## src/rtl/fwd_pkg.sv

```systemverilog
package fwd_pkg;
  localparam int unsigned OPERANDS = 2;

  typedef enum logic [1:0] {
    SRC_RF  = 2'b00,
    SRC_WB  = 2'b01,
    SRC_MEM = 2'b10
  } src_sel_e;
endpackage

```

## src/rtl/fwd_hit.sv

```systemverilog
module fwd_hit #(
  parameter int unsigned REG_W = 5
) (
  input  logic [REG_W-1:0] dst,
  input  logic             wen,
  input  logic [REG_W-1:0] src,
  output logic             hit
);
  // A stage carries a usable result only if it writes a real register.
  logic dst_live;
  assign dst_live = wen && (dst != '0);
  assign hit      = dst_live && (dst == src);
endmodule

```

## src/rtl/fwd_pick.sv

```systemverilog
module fwd_pick
  import fwd_pkg::*;
(
  input  logic       mem_hit,
  input  logic       wb_hit,
  output logic [1:0] sel
);
  src_sel_e choice;

  // The younger stage holds the newer value for the register, so it is checked first.
  always_comb begin
    if (mem_hit)     choice = SRC_MEM;
    else if (wb_hit) choice = SRC_WB;
    else             choice = SRC_RF;
  end

  assign sel = choice;
endmodule

```

## src/rtl/fwd_unit.sv

```systemverilog
module fwd_unit
  import fwd_pkg::*;
#(
  parameter int unsigned REG_W = 5
) (
  input  logic [REG_W-1:0] src_a,
  input  logic [REG_W-1:0] src_b,
  input  logic [REG_W-1:0] mem_dst,
  input  logic             mem_wen,
  input  logic [REG_W-1:0] wb_dst,
  input  logic             wb_wen,
  output logic [1:0]       sel_a,
  output logic [1:0]       sel_b
);
  logic [REG_W-1:0] src     [OPERANDS];
  logic [1:0]       sel     [OPERANDS];
  logic             mem_hit [OPERANDS];
  logic             wb_hit  [OPERANDS];

  assign src[0] = src_a;
  assign src[1] = src_b;

  for (genvar k = 0; k < OPERANDS; k++) begin : g_opnd
    fwd_hit #(.REG_W(REG_W)) u_mem_hit (
      .dst (mem_dst),
      .wen (mem_wen),
      .src (src[k]),
      .hit (mem_hit[k])
    );

    fwd_hit #(.REG_W(REG_W)) u_wb_hit (
      .dst (wb_dst),
      .wen (wb_wen),
      .src (src[k]),
      .hit (wb_hit[k])
    );

    fwd_pick u_pick (
      .mem_hit (mem_hit[k]),
      .wb_hit  (wb_hit[k]),
      .sel     (sel[k])
    );

    always_comb begin
      assert_no_code11_R1: assert (sel[k] != 2'b11);
      if (src[k] == '0) begin
        assert_zero_src_R6: assert (sel[k] == SRC_RF);
      end
      if (sel[k] == SRC_WB) begin
        assert_wb_valid_R4: assert (wb_wen && (wb_dst == src[k]) &&
                                    !(mem_wen && (mem_dst == src[k])));
      end
      if (sel[k] == SRC_MEM) begin
        assert_mem_valid_R7: assert (mem_wen && (mem_dst == src[k]));
      end
      if (mem_hit[k]) begin
        assert_mem_wins_R5: assert (sel[k] == SRC_MEM);
      end
    end
  end

  assign sel_a = sel[0];
  assign sel_b = sel[1];
endmodule

```

## config.mk

```make
export PLATFORM = sky130hd
export DESIGN_NAME = fwd_unit
export DESIGN_NICKNAME = d
export VERILOG_FILES = /design/src/rtl/fwd_pkg.sv /design/src/rtl/fwd_hit.sv /design/src/rtl/fwd_pick.sv /design/src/rtl/fwd_unit.sv
export SDC_FILE = /design/constraint.sdc
export NUM_CORES = 1
export LEC_CHECK = 0
export ABC_AREA = 1
export CORE_MARGIN = 2
export CORE_UTILIZATION = 30
export DETAILED_ROUTE_END_ITERATION = 16
export DONT_BUFFER_PORTS = 1
export SLEW_MARGIN = 15
export SYNTH_ARGS = -nofsm -noshare
export SYNTH_HDL_FRONTEND = slang
export SYNTH_HIERARCHICAL = 1
export SYNTH_SLANG_ARGS = --single-unit
```

## constraint.sdc

```tcl
create_clock -name vclk -period 0.8
set_input_delay 0.16 -clock vclk [all_inputs]
set_output_delay 0.16 -clock vclk [all_outputs]
set_load 0.02 [all_outputs]
```

==> reports/qor.yml, run 1 <==
cells_and_area:
  nFlopsAndLatches: 0
  diodes: 0
  regArea_sq_um: 0
  final_cells: 139
  drive_above_1_share_pct: 57.7
  nets: 147
  layout_commonest_cell: "nand2_2"
  layout_common_cells: "nand2_2 (21), nand2_1 (20), inv_1 (12)"
  final_cell_area_sq_um: 821
  clkbuf_count: 0
  synthToLayoutAreaGrowth_pct: 64.0
placement:
  place_congestion: 0.769
  dp_hpwl_mm: 1.11
  placed_area_sq_um: 558
  placement.io_buffers: 0
  dp.cells: 139
yosys:
  synth_fa_ha_area_share_pct: 0
  synth_top_family_by_area: "simple AND/OR/NAND/NOR gates"
  yosysWarnings: 6
  synth_cell_types: 8
  syn_area_per_cell_sq_um: 4.10
  synth-compound-area-share_pct: 8.00
  netlist_area_sq_um: 500
  synth.mux.area_fraction_pct: 0
  netlist_instances: 122
  synth-seq-area-share_pct: 0
  yosys.area_share.simple_pct: 60.5
  syn_nets: 144
  synth_xor_area_share_pct: 0
sta:
  max_slew.worst_pin.slew_ns: 0.151
  grt_setup_unrepaired: "true"
  post-route-period-util_pct: 117
  fin_setup_tns_ns: -0.464
  worst_slew_margin_rel_pct: 89.9
  setup_ws_ns: -0.137
  setup_viol: 4
  fin_crit_ns: 0.937
  drv_slew: 0
  finalHoldViolCount: 0
  fmax_mhz: 1070
power:
  power_frac_comb_pct: 100.0
  p_sw_share_pct: 49.8
  seqPwrFrac_pct: 0
  p_per_area_nw_per_um2: 366
  p_leak_nw: 0.430
  ir_drop_mv: 0.166
  clkPwrFrac_pct: 0
  intPower_uw: 151
  p_total_uw: 301
  p_sw_uw: 150
route:
  wire_per_inst_um: 11.0
  route.met2.wl_um: 847
  ant_nets: 0
  wl_met1_um: 590
  route.top_layer_used: "met3"
  met3WireLength_um: 87
  drc: 0
  vias: 659
  firstDrtPassIters: 4
  first_iter_violations: 11
  vias_per_cell: 4.74
  wl_mm: 1.53
die:
  rows: 14
  die-area_sq_um: 2010
  start_util_pct: 32.5
  fp.coreArea_sq_um: 1540
  die_w_um: 44.8
  die_h_um: 44.8
  ios: 26
hold_path:
  hold_start: "mem_dst[4]"
  hold_class: "in -> out"
  min_to: "sel_b[0]"
  hold_depth: 3
setup_path:
  worstPathArrival_ns: 0.78
  cp_max_fo: 4
  crit_type: "in -> out"
  start_kind: "input pin"
  crit_required_ns: 0.64
  critPathCaptureType: "primary output"
global_routing:
  grt_pass1_wl_mm: 2.36
  antenna_found_initial: 0
  grt_max_degree: 7
  grt_pass1_vias: 600
  grt_use_total_pct: 14.8
  grt-ovfl-total: 0
clock_tree:
  ctsHoldBuffers: 0
job:
  cap_viol_max_count: 0
outcome:
  status: "finished, violations left"
  violations: "setup timing"
-- through the flow --
| step | hold slack [ns] | worst slack [ns] | util (%) |
|---|---|---|---|
| after CTS | 0.531 | -0.143 | 41.4 |
| final | 0.543 | -0.137 | 53.2 |
| after global placement | 0.564 | -0.188 | 36.2 |
| after detailed placement | 0.570 | -0.166 | 36.2 |
| after global routing | 0.561 | -0.224 | 53.2 |
| after floorplan | 0.572 | -0.103 | - |
-- critical path, stage by stage --
cell	delay (ns)
inv_4	0.01
nand2_2	0.04
nand2_1	0.04
nor2_1	0.10
nand3_1	0.08
nor2_1	0.10
inv_1	0.07
nor2_4	0.17
-- power groups by stage --
stage | registers (mW) | clock network [mW] | logic [mW]
2_1_floorplan | 0 | 0 | 0.169
4_1_cts | 0 | 0 | 0.221
3_3_place_gp | 0 | 0 | 0.188
3_5_place_dp | 0 | 0 | 0.192
5_1_grt | 0 | 0 | 0.334
6_report | 0 | 0 | 0.301
-- area by class of cell --
class	instances	area [sq um]
timing repair buffer	3	30.0
multi-input combinational	82	500
tap	16	20.0
fill	154	721
inverter	38	270
-- synthesized netlist by cell type --
master,n,share of area (%)
inv_1,38,29
buf_4,2,3.0
nor2_1,12,9.0
nand2_1,48,36
nand3_1,8,8.0
o21ai_1,4,4.0
a21oi_1,4,4.0
nor2_2,6,7.5
-- worst max path at each step --
stage,startpoint,end,slack (ns),cells after the start
2_1_floorplan,wb_dst[0],sel_a[0],-0.10,8
3_3_place_gp,wb_dst[0],sel_a[0],-0.19,8
3_5_place_dp,wb_dst[0],sel_a[0],-0.17,8
4_1_cts,src_b[4],sel_b[1],-0.14,7
5_1_grt,src_b[1],sel_b[0],-0.22,8
6_report,src_a[1],sel_a[0],-0.14,8
-- cell families after synthesis --
| group | Yosys count |
|---|---|
| AOI/OAI and AO/OA | 8 |
| and+or+nand+nor | 74 |
| buffers and inverters | 40 |
-- per-layer routing --
layer	track usage (%)	vias to the layer above
li1	-	350
met1	18.1	294
met2	29.3	15
met3	1.60	0
met4	0	0
met5	0	-
-- timing repair --
item	CTS	global route
buffers inserted	0	0
pin swaps	19	50
endpoints found under the setup margin	4	4
gates resized for setup	29	81
endpoints found under the hold margin	0	0
gates cloned	0	0
Power figures use the tool's default switching activity.
==> inputs of run 2 (changes only) <==
Settings changed: CORE_AREA set to 2 2 39 41, CORE_MARGIN 2 to not set, CORE_UTILIZATION 30 to not set, DIE_AREA set to 0 0 41 43.
==> run 2 against run 1 <==
  * The flow still finishes with violations (setup timing)
  * Design area fell by 8.4%
  * First-iteration DRC count fell by 18%
  * Worst setup slack got worse by 0.019 ns
  * Wire length fell by 1.3%
  * Die area fell by 12%
==> reports/qor.yml, run 2 (synthesis results as in run 1) <==
die:
  ios: 26
  start_util_pct: 36.2
  die_w_um: 41
  die_h_um: 43
  die-area_sq_um: 1760
  rows: 14
  fp.coreArea_sq_um: 1380
sta:
  max_slew.worst_pin.slew_ns: 0.241
  grt_setup_unrepaired: "true"
  fin_crit_ns: 0.956
  fmax_mhz: 1050
  worst_slew_margin_rel_pct: 83.9
  post-route-period-util_pct: 119
  setup_ws_ns: -0.156
  drv_slew: 0
  fin_setup_tns_ns: -0.562
  setup_viol: 4
  finalHoldViolCount: 0
route:
  ant_nets: 0
  vias: 663
  wire_per_inst_um: 10.9
  vias_per_cell: 4.80
  drc: 0
  wl_mm: 1.51
  firstDrtPassIters: 4
  first_iter_violations: 9
setup_path:
  startpoint: "src_a[3]"
  crit_type: "in -> out"
  cp_max_fo: 4
  critPathCaptureType: "primary output"
  crit_path_cell_trace: "inv_1, nand2_1, nand2_1, nor2_2, nand3_1, nor2_1, inv_1, nor2_4"
  cp_slowest_cell: "nor2_4"
  crit_required_ns: 0.64
  start_kind: "input pin"
  critPathMaxStageDelay_ns: 0.15
  worstPathArrival_ns: 0.80
global_routing:
  grt_use_total_pct: 16.0
  grt_max_degree: 7
  grt-ovfl-total: 0
  grt_pass1_vias: 529
  grt_pass1_wl_mm: 2.07
  antenna_found_initial: 0
placement:
  placement.io_buffers: 0
  place_congestion: 0.752
  place_ws_ns: -0.197
  dp_hpwl_mm: 1.10
cells_and_area:
  multi_input_area_sq_um: 462
  diodes: 0
  layout_commonest_cell: "nand2_2"
  nets: 146
  clkbuf_count: 0
  drive_above_1_share_pct: 54.1
  fill_cells: 143
  layout_common_cells: "nand2_2 (26), nand2_1 (21), inv_1 (13)"
  regArea_sq_um: 0
  nFlopsAndLatches: 0
  synthToLayoutAreaGrowth_pct: 50.2
outcome:
  status: "finished, violations left"
  violations: "setup timing"
power:
  p_per_area_nw_per_um2: 367
  p_leak_nw: 0.397
  ir_drop_mv: 0.139
job:
  cap_viol_max_count: 0
hold_path:
  hold_class: "in -> out"
  min_to: "sel_b[0]"
  hold_depth: 3
  hold_start: "mem_dst[4]"
clock_tree:
  ctsHoldBuffers: 0
  post_cts_buffers: 0
-- run 2: changes by cell type in the layout (fill, tap and decap cells not counted), moves of 2 or more --
cell / change
inv_4: +3
nand2_4: -6
inv_6: -2
nand2_2: +5
-- run 2: per-stage QoR --
step	hold slack, ns	power [mW]	utilization, %	area, sq um	std cells
global route	0.559	0.305	54.3	752	138
detailed placement	0.564	0.189	39.8	551	138
finish	0.541	0.276	54.3	752	138
floorplan	0.572	0.169	-	538	122
global placement	0.559	0.185	39.8	551	138
CTS	0.590	0.211	44.3	613	138
-- run 2: cell type report --
class	count	share of cell area, %
repair buffers	2	3.00
well taps	16	2.66
multi-input cells	82	61.4
inverters	38	32.9
-- run 2: how the worst max path moves through the flow --
stage / endpoint / cells after the start / slack, ns
after global routing: sel_a[0] / 8 / -0.22
after global placement: sel_a[0] / 8 / -0.17
final: sel_a[0] / 8 / -0.16
after detailed placement: sel_a[0] / 8 / -0.20
after CTS: sel_b[1] / 7 / -0.16
after floorplan: sel_a[0] / 8 / -0.10
-- run 2: metal layers --
metal	vias to the layer above	share of wire (%)	track usage, %
met5	-	0	0
li1	349	-	-
met3	0	5.9	1.05
met1	296	33	20.9
met2	18	61	28.7
met4	0	0	0
-- run 2: critical path: cells and delay by family --
| kind | cells | cell delay (ns) |
|---|---|---|
| and+or+nand+nor | 6 | 0.54 |
| buffers and inverters | 2 | 0.10 |
-- run 2: repair_timing --
action	CTS	global route
pin swaps	14	35
gates resized for setup	27	65
endpoints found under the setup margin	4	4
-- run 2: report_power, final --
group	total, mW	switching [mW]	internal [mW]
logic	0.276	0.143	0.133
registers	0	0	0
clock network	0	0	0
==> inputs of run 3 (changes only) <==
Settings changed: ABC_AREA 1 to 0.
==> run 3 against run 2 <==
  * The flow still finishes with violations (setup timing)
  * Design area shrank 46%
  * Sequential cell count unchanged
  * Largest cell class unchanged
  * Count of clock-buffer cells in the layout unchanged
  * Total power is 54% lower
  * Non-clock buffer count decreased by 2
  * Via count shrank 55%
  * Hold slack got worse by 0.059 ns
  * Final cell count is 58% lower
  * Global-route usage fell by 5.4 points
  * Core utilization decreased by 25 points
  * Synthesized cell count fell by 64%
  * Critical endpoint unchanged
  * Largest power group unchanged
==> reports/qor.yml, run 3 <==
power:
  intPower_uw: 76.7
  p_total_uw: 127
  p_sw_share_pct: 39.8
  ir_drop_mv: 0.0740
  clkPwrFrac_pct: 0
  p_leak_nw: 0.120
  p_sw_uw: 50.7
  seqPwrFrac_pct: 0
  p_per_area_nw_per_um2: 311
  power_frac_comb_pct: 100.0
sta:
  setup_viol: 4
  max_slew.worst_pin.slew_ns: 0.199
  post-route-period-util_pct: 131
  worst_slew_margin_rel_pct: 86.6
  grt_setup_unrepaired: "true"
  fin_crit_ns: 1.04
  drv_slew: 0
  setup_ws_ns: -0.244
  fmax_mhz: 958
  fin_setup_tns_ns: -0.784
  finalHoldViolCount: 0
global_routing:
  grt_pass1_wl_mm: 1.39
  grt_pass1_vias: 340
  grt-ovfl-total: 0
  grt_max_degree: 5
  antenna_found_initial: 0
  grt_use_total_pct: 10.6
route:
  ant_nets: 0
  vias: 299
  route.met2.wl_um: 473
  route.top_layer_used: "met3"
  wire_per_inst_um: 15.0
  vias_per_cell: 5.16
  wl_um: 869
  wl_met1_um: 327
  met3WireLength_um: 68
  first_iter_violations: 0
  drc: 0
  firstDrtPassIters: 1
setup_path:
  start_kind: "input pin"
  cp_slowest_cell: "nor4_4"
  critPathCaptureType: "primary output"
  worstPathArrival_ns: 0.88
  crit_required_ns: 0.64
  path_buf_inv: 0
  critPathMaxStageDelay_ns: 0.24
  cp_max_fo: 4
  path_delay_family: "simple AND/OR/NAND/NOR gates"
  crit_type: "in -> out"
  crit_path_cell_trace: "nor4_4, o21ai_1, and4_4, nor2b_4"
cells_and_area:
  clkbuf_count: 0
  nFlopsAndLatches: 0
  final_cells: 58
  synthToLayoutAreaGrowth_pct: 17.6
  drive_above_1_share_pct: 28.6
  nets: 66
  diodes: 0
  final_cell_area_sq_um: 409
  layout_common_cells: "xor2_1 (11), or2_0 (4), nand2_1 (4), o21ai_1 (4), xnor2_1 (4)"
  layout_commonest_cell: "xor2_1"
  regArea_sq_um: 0
  fill_cells: 149
  multi_input_area_sq_um: 389
hold_path:
  hold_class: "in -> out"
yosys:
  syn_nets: 66
  netlist_instances: 44
  synth.most_common_cell: "xor2_1"
  yosysWarnings: 6
  synth_cell_types: 10
  synth_top_cell_area_share_pct: 30.2
  netlist_area_sq_um: 348
  synth-seq-area-share_pct: 0
  synth.area.top_cells: "xor2_1 (30%), nor4_2 (14%), and4_1 (10%)"
  syn_area_per_cell_sq_um: 7.91
  synth_top_area_cell: "xor2_1"
outcome:
  status: "finished, violations left"
  violations: "setup timing"
die:
  die-area_sq_um: 1760
  rows: 14
  fp.coreArea_sq_um: 1380
  die_w_um: 41
  die_h_um: 43
  ios: 26
  start_util_pct: 25.1
placement:
  placement.io_buffers: 0
  placed_area_sq_um: 375
  dp.cells: 58
  place_ws_ns: -0.283
  place_congestion: 0.640
  dp_hpwl_um: 798
clock_tree:
  ctsHoldBuffers: 0
job:
  cap_viol_max_count: 0
-- run 3: cell types whose count changed after synthesis, sizes merged, moves of 8 or more --
cell | previous run | this run
inv | 38 | 0
nand2 | 48 | 4
nand3 | 8 | 0
nor2 | 18 | 0
xor2 | 0 | 12
-- run 3: final cells by class --
cell class / count / share of cell area (%)
tap: 16 / 4.89
multi-input combinational: 42 / 95.1
-- run 3: repair_timing --
item | CTS | global route
resized for setup | 0 | 5
setup buffers | 0 | 0
pin swaps | 3 | 3
endpoints found under the setup margin | 4 | 4
cloned | 0 | 0
-- run 3: routing by layer --
| layer | up-vias | GRT usage (%) |
|---|---|---|
| met5 | - | 0 |
| met4 | 0 | 0 |
| met3 | 0 | 1.57 |
| met2 | 10 | 20.3 |
| met1 | 139 | 12.0 |
| li1 | 150 | - |
-- run 3: path summary, 6_finish.rpt --
path / slack [ns] / to / depth (start not counted) / from
max: -0.24 / sel_a[0] / 4 / mem_dst[0]
min: 0.48 / sel_b[1] / 1 / mem_wen
-- run 3: power by group through the flow --
| stage | registers, mW | clock network [mW] | logic, mW |
|---|---|---|---|
| finish | 0 | 0 | 0.127 |
| global route | 0 | 0 | 0.145 |
| CTS | 0 | 0 | 0.112 |
| detailed placement | 0 | 0 | 0.111 |
| global placement | 0 | 0 | 0.109 |
| floorplan | 0 | 0 | 0.103 |
-- run 3: kinds of logic (layout without fill, tap and decap cells) --
| logic type | count (synthesis) | in the layout | synth area share, % |
|---|---|---|---|
| buffers and inverters | 2 | 0 | 4.32 |
| XOR/XNOR | 16 | 16 | 40.3 |
| AND/OR/NAND/NOR | 22 | 22 | 49.6 |
| AO/OA/AOI/OAI | 4 | 4 | 5.76 |
-- run 3: stage by stage --
step	utilization [%]	hold WS (ns)
2_1_floorplan	-	0.610
3_3_place_gp	27.1	0.530
3_5_place_dp	27.1	0.530
4_1_cts	27.1	0.530
5_1_grt	29.6	0.484
6_report	29.6	0.482
